`src/rtl/cu_pkg.sv`:
```
package cu_pkg;

  typedef enum logic [1:0] {
    PH_FETCH = 2'd0,
    PH_CONST = 2'd1,
    PH_EXEC  = 2'd2
  } phase_e;

  localparam logic [2:0] OP_JMP = 3'b000;
  localparam logic [2:0] OP_LD  = 3'b010;
  localparam logic [2:0] OP_ST  = 3'b011;
  localparam logic [2:0] OP_BZ  = 3'b100;
  localparam logic [2:0] OP_BNZ = 3'b101;
  localparam logic [2:0] OP_LDR = 3'b110;

  localparam logic [1:0] PCS_HOLD = 2'd0;
  localparam logic [1:0] PCS_INC  = 2'd1;
  localparam logic [1:0] PCS_VEC  = 2'd2;
  localparam logic [1:0] PCS_JUMP = 2'd3;

  localparam logic [1:0] WDS_PCINC = 2'd0;
  localparam logic [1:0] WDS_ALU   = 2'd1;
  localparam logic [1:0] WDS_MEM   = 2'd2;
  localparam logic [1:0] WDS_PC    = 2'd3;

  typedef struct packed {
    logic [1:0] pc_sel;
    logic [1:0] wd_sel;
    logic       rb_from_rc;
    logic       exc_dst;
    logic       rf_we;
    logic       a_from_pc;
    logic       b_from_const;
    logic       mem_we;
    logic       maddr_from_alu;
    logic       instr_load;
    logic       vec_irq;
    logic       flag_we;
  } ctrl_t;

endpackage

```
`src/rtl/cu_fields.sv`:
```
module cu_fields #(
  parameter int FN_W = 5,
  parameter int RA_W = 3
) (
  input  logic [FN_W+2+3*RA_W-1:0] instr,
  output logic [FN_W-1:0]          alu_fn,
  output logic                     cbit,
  output logic                     sys,
  output logic [RA_W-1:0]          rb,
  output logic [RA_W-1:0]          rc,
  output logic [RA_W-1:0]          ra
);
  localparam int RC_LO  = RA_W;
  localparam int RB_LO  = 2 * RA_W;
  localparam int SYS_B  = 3 * RA_W;
  localparam int CB_B   = SYS_B + 1;
  localparam int FN_LO  = CB_B + 1;

  assign ra     = instr[RA_W-1:0];
  assign rc     = instr[RC_LO +: RA_W];
  assign rb     = instr[RB_LO +: RA_W];
  assign sys    = instr[SYS_B];
  assign cbit   = instr[CB_B];
  assign alu_fn = instr[FN_LO +: FN_W];
endmodule

```
`src/rtl/cu_exec_dec.sv`:
```
module cu_exec_dec
  import cu_pkg::*;
#(
  parameter int RA_W    = 3,
  parameter int EXC_REG = 6
) (
  input  logic            sys,
  input  logic            cbit,
  input  logic [RA_W-1:0] op,
  input  logic [RA_W-1:0] ra,
  input  logic            zero_a,
  output ctrl_t           ex
);
  always_comb begin
    ex = '0;
    if (!sys) begin
      ex.rf_we        = 1'b1;
      ex.wd_sel       = WDS_ALU;
      ex.b_from_const = cbit;
      ex.pc_sel       = PCS_INC;
    end else begin
      ex.pc_sel = PCS_INC;
      unique case (op[2:0])
        OP_JMP: begin
          ex.pc_sel       = PCS_JUMP;
          ex.rf_we        = 1'b1;
          ex.wd_sel       = WDS_PCINC;
          ex.b_from_const = cbit;
          ex.flag_we      = (ra == RA_W'(EXC_REG));
        end
        OP_LD: begin
          ex.rf_we          = 1'b1;
          ex.wd_sel         = WDS_MEM;
          ex.maddr_from_alu = 1'b1;
          ex.b_from_const   = 1'b1;
        end
        OP_LDR: begin
          ex.rf_we          = 1'b1;
          ex.wd_sel         = WDS_MEM;
          ex.maddr_from_alu = 1'b1;
          ex.a_from_pc      = 1'b1;
          ex.b_from_const   = 1'b1;
        end
        OP_ST: begin
          ex.mem_we         = 1'b1;
          ex.rb_from_rc     = 1'b1;
          ex.maddr_from_alu = 1'b1;
          ex.b_from_const   = 1'b1;
        end
        OP_BZ, OP_BNZ: begin
          ex.rf_we        = 1'b1;
          ex.wd_sel       = WDS_PCINC;
          ex.a_from_pc    = 1'b1;
          ex.b_from_const = 1'b1;
          ex.pc_sel       = ((op[0] == 1'b0) == zero_a) ? PCS_JUMP : PCS_INC;
        end
        default: ex.pc_sel = PCS_INC;
      endcase
    end
  end
endmodule

```
`src/rtl/cu_seq.sv`:
```
module cu_seq
  import cu_pkg::*;
(
  input  logic  clk,
  input  logic  rst,
  input  logic  irq,
  input  logic  const_need,
  input  ctrl_t ex,
  output ctrl_t ctl
);
  phase_e phase_q, phase_d;
  logic   flag_q;

  always_comb begin
    ctl     = '0;
    phase_d = PH_FETCH;
    if (rst) begin
      ctl.pc_sel = PCS_VEC;
    end else begin
      unique case (phase_q)
        PH_FETCH: begin
          if (irq && !flag_q) begin
            ctl.pc_sel  = PCS_VEC;
            ctl.wd_sel  = WDS_PC;
            ctl.exc_dst = 1'b1;
            ctl.rf_we   = 1'b1;
            ctl.vec_irq = 1'b1;
            ctl.flag_we = 1'b1;
          end else begin
            ctl.instr_load = 1'b1;
            ctl.pc_sel     = const_need ? PCS_INC : PCS_HOLD;
            phase_d        = const_need ? PH_CONST : PH_EXEC;
          end
        end
        PH_CONST: phase_d = PH_EXEC;
        PH_EXEC:  ctl = ex;
        default:  phase_d = PH_FETCH;
      endcase
    end
  end

  always_ff @(posedge clk) begin
    if (rst) begin
      phase_q <= PH_FETCH;
      flag_q  <= 1'b0;
    end else begin
      phase_q <= phase_d;
      if (ctl.flag_we) flag_q <= ctl.vec_irq;
    end
  end
endmodule

```
`src/rtl/cpu_ctrl.sv`:
```
module cpu_ctrl
  import cu_pkg::*;
#(
  parameter int FN_W    = 5,
  parameter int RA_W    = 3,
  parameter int EXC_REG = 6,
  localparam int IW     = FN_W + 2 + 3 * RA_W
) (
  input  logic            clk,
  input  logic            rst,
  input  logic            irq,
  input  logic            zero_a,
  input  logic            const_need,
  input  logic [IW-1:0]   instr,
  output logic [1:0]      pc_sel,
  output logic [1:0]      wd_sel,
  output logic            rb_from_rc,
  output logic            exc_dst,
  output logic            rf_we,
  output logic            a_from_pc,
  output logic            b_from_const,
  output logic            mem_we,
  output logic            maddr_from_alu,
  output logic            instr_load,
  output logic [FN_W-1:0] alu_fn,
  output logic [RA_W-1:0] ra,
  output logic [RA_W-1:0] rb,
  output logic [RA_W-1:0] rc,
  output logic            vec_irq,
  output logic            flag_we
);
  logic  cbit, sys;
  ctrl_t ex, ctl;

  cu_fields #(.FN_W(FN_W), .RA_W(RA_W)) i_fields (
    .instr(instr), .alu_fn(alu_fn), .cbit(cbit), .sys(sys),
    .rb(rb), .rc(rc), .ra(ra)
  );

  cu_exec_dec #(.RA_W(RA_W), .EXC_REG(EXC_REG)) i_dec (
    .sys(sys), .cbit(cbit), .op(rb), .ra(ra), .zero_a(zero_a), .ex(ex)
  );

  cu_seq i_seq (
    .clk(clk), .rst(rst), .irq(irq), .const_need(const_need),
    .ex(ex), .ctl(ctl)
  );

  assign pc_sel         = ctl.pc_sel;
  assign wd_sel         = ctl.wd_sel;
  assign rb_from_rc     = ctl.rb_from_rc;
  assign exc_dst        = ctl.exc_dst;
  assign rf_we          = ctl.rf_we;
  assign a_from_pc      = ctl.a_from_pc;
  assign b_from_const   = ctl.b_from_const;
  assign mem_we         = ctl.mem_we;
  assign maddr_from_alu = ctl.maddr_from_alu;
  assign instr_load     = ctl.instr_load;
  assign vec_irq        = ctl.vec_irq;
  assign flag_we        = ctl.flag_we;
endmodule

```
`config.mk`:
```
export PLATFORM = sky130hd
export DESIGN_NAME = cpu_ctrl
export DESIGN_NICKNAME = d
export VERILOG_FILES = /design/src/rtl/cu_pkg.sv /design/src/rtl/cu_fields.sv /design/src/rtl/cu_exec_dec.sv /design/src/rtl/cu_seq.sv /design/src/rtl/cpu_ctrl.sv
export SDC_FILE = /design/constraint.sdc
export NUM_CORES = 1
export LEC_CHECK = 0
export BUFFER_PORTS_ARGS = -buffer_cell sky130_fd_sc_hd__buf_2
export CORE_MARGIN = 1.5
export CORE_UTILIZATION = 37
export DETAILED_ROUTE_END_ITERATION = 10
export PLACE_DENSITY = 0.78
export SLEW_MARGIN = 20
export SYNTH_ARGS = -nofsm -noshare
export SYNTH_HDL_FRONTEND = slang
export SYNTH_HIERARCHICAL = 1
export SYNTH_SLANG_ARGS = --single-unit
```
`constraint.sdc`:
```
create_clock -name clk -period 1.2 [get_ports clk]
set_input_delay 0.12 -clock clk [delete_from_list [all_inputs] [get_ports clk]]
set_output_delay 0.12 -clock clk [all_outputs]
set_load 0.05 [all_outputs]
```
==> reports/qor.csv <==
stage,metric,value,unit
setup_path,worst_ep_required_time,1.08,ns
synth,postSynthCellCount,90,
power_and_ir_drop,power_density,832.6,nW/um^2
setup_path,critPathArrivalTime,1.42,ns
min_path,hold_path.class,in -> reg,
setup_path,endpoint_kind,output pin,
synth,synth_area_leaders,"buf_4 (29%), dfxtp_1 (10%), a21oi_1 (9.6%)",
sta,period_minus_slack,1.543,ns
floorplanning,die_h,42.44,um
clocking,cts_inserted_buffers,3,
synth,seq_area_frac_synth,10.43,%
layout,layout_commonest_cell,buf_2,
global_routing,grt.total_usage,19.03,%
placed_design,gp_congestion,0.7883,
detailed_routing,drtPass1Iterations,4,
status,violations,setup timing,
placed_design,dp.cells,127,
clocking,clkTransAtPathRegs,0.04,ns
power_and_ir_drop,clockPowerShare,24.7,%
clocking,clock_latency,0.24,ns
floorplanning,die-area,1801,sq um
power_and_ir_drop,switchingPower,0.3423,mW
synth,synth_top_area_share,28.70,%
clocking,cts_hold_buffers,0,
detailed_routing,vias_per_cell,4.916,
placed_design,dp_hpwl,1156,um
clocking,cts_setup_buffers,0,
global_routing,antenna_found_initial,0,
sta,rsz0062_at_grt,true,
detailed_routing,wl_per_cell,12.01,um
synth,yosys.area.top_type,buf_4,
power_and_ir_drop,p_total,0.7521,mW
detailed_routing,num_vias,644,
clocking,h-tree-depth,1,
global_routing,overflow,0,
floorplanning,start_util,38.66,%
sta,finClkSkew,0.002986,ns
setup_path,critPathLaunchType,flop,
clocking,clock-sinks,3,
power_and_ir_drop,pwr-share-comb,60.0,%
global_routing,grt_pass1_wl,2649,um
power_and_ir_drop,intPower,0.4099,mW
layout,layout.nets,137,
power_and_ir_drop,seqPwrFrac,15.3,%
detailed_routing,drt_iter0_markers,7,
floorplanning,io_pins,49,
layout,n_fill_cell,135,
sta,setup_ws,-0.3430,ns
clocking,cts_tree,done,
detailed_routing,drc,0,
sta,post-route-period-util,128.6,%
sta,finalHoldViolCount,0,
detailed_routing,routed_wl,1573,um
min_path,worstHoldPathCells,3,
placed_design,port_buffers,32,
floorplanning,row_count,14,
synth,synth.avg_cell_area,6.395,sq um
clocking,cts_buffer_depth,2,
detailed_routing,postRouteAntennaNets,0,
run,maxCapViolations,0,
floorplanning,core_region_area,1489,sq um
layout,fin_cells,131,
setup_path,critPathMaxFanout,4,
layout,synthToLayoutAreaGrowth,56.96,%
synth,yosys_warnings,6,
global_routing,grt_pass1_vias,633,
status,status,"finished, violations left",
synth,ys_ff_latch,3,
synth,syn-cell-area,575.6,sq um
clocking,cts_root_buffer,clkbuf_4,
sta,maxSlewViolCount,0,
power_and_ir_drop,leakage,0.4293,nW
power_and_ir_drop,switching_share,45.51,%
floorplanning,die_w,42.44,um
layout,drive_gt1_share,59.13,%
layout,final_cell_mix,"buf_2 (18), buf_4 (15), nand2_1 (13)",
setup_path,setup.worst_path.class,reg -> out,
power_and_ir_drop,ir_worst_vdd,301.4,uV
layout,diodes,0,
setup_path,ff2ff_path_depth,5,
sta,finalSetupViolCount,14,
synth,ys_types,29,
sta,max_freq,0.6481,GHz
global_routing,grt_max_degree,20,
==> registers in the layout (all words and copies together), names as in the netlist <==
| register | flops |
|---|---|
| i_seq/flag_q | 1 |
| i_seq/phase_q | 2 |
==> cell type report <==
cell class              instances  area (sq um)  share of cell area [%]
clock buffers                   4         26.28                   2.909
inverters                       4         15.01                   1.662
multi-input cells              59         430.4                   47.65
flip-flops and latches          3         62.56                   6.925
well taps                      16         20.02                   2.216
repair buffers                 45         349.1                   38.64
==> cell families after synthesis <==
family	count (synthesis)	synth area share (%)
AO/OA/AOI/OAI	17	17.18
XOR/XNOR	1	1.522
buffers and inverters	30	35.65
flip-flops	3	10.44
other	2	1.305
AND/OR/NAND/NOR	37	33.92
==> per-stage QoR <==
stage	hold slack, ns	TNS [ns]	util (%)	cell area [sq um]	setup WS, ns
3_5_place_dp	0.2403	-1.961	52.44	780.7	-0.2592
4_1_cts	0.1132	-3.053	60.42	899.6	-0.3405
2_1_floorplan	0.1968	-0.6323	-	730.7	-0.1273
3_3_place_gp	0.2403	-1.639	52.44	780.7	-0.2276
6_report	0.1222	-3.116	60.67	903.4	-0.3430
5_1_grt	0.1375	-3.766	60.67	903.4	-0.3810
==> routing by layer <==
metal  GRT usage, %  up-vias  part of all wire [%]
li1               -      323                     -
met1          19.07      293                    38
met2          36.92       28                    56
met3          5.603        0                   5.8
met4          5.625        0                     0
met5              0        -                     0
==> critical path, stage by stage (launching register included) <==
cell	delay (ns)
dfxtp_1	0.31
or3b_4	0.43
buf_6	0.15
a21oi_4	0.14
buf_8	0.16
==> synthesized netlist by cell type (all sizes together) <==
cell / instances
buf: 25
nand2: 13
a21oi: 12
and3: 6
inv: 4
nor2: 4
nor3: 4
dfxtp: 3
conb: 2
nand2b: 2
or2: 2
or2b: 2
a211oi: 1
a31oi: 1
clkbuf: 1
nand3b: 1
nand4: 1
nor4b: 1
o21a: 1
o21bai: 1
o22ai: 1
or3b: 1
xnor2: 1
==> what timing repair did <==
| action | CTS | global route |
|---|---|---|
| pin swaps | 3 | 0 |
| gates resized for setup | 31 | 1 |
| gates cloned | 0 | 0 |
| setup endpoints to repair | 14 | 15 |
==> final timing paths <==
kind,from,end,slack (ns)
worst max-delay path,i_seq/phase_q[1]$_SDFF_PP0_,flag_we,-0.34
worst min-delay path,const_need,i_seq/phase_q[0]$_SDFF_PP0_,0.12
worst max register to register,i_seq/phase_q[1]$_SDFF_PP0_,i_seq/flag_q$_SDFFE_PP0P_,0.05
worst min register to register,i_seq/flag_q$_SDFFE_PP0P_,i_seq/flag_q$_SDFFE_PP0P_,0.49
==> power groups by stage <==
stage	Clock, mW	Sequential (mW)	Combinational (mW)
2_1_floorplan	0	0.114	0.421
3_3_place_gp	0	0.114	0.394
3_5_place_dp	0	0.115	0.398
4_1_cts	0.194	0.115	0.449
5_1_grt	0.199	0.116	0.477
6_report	0.186	0.115	0.451
(Power assumes the default switching activity.)
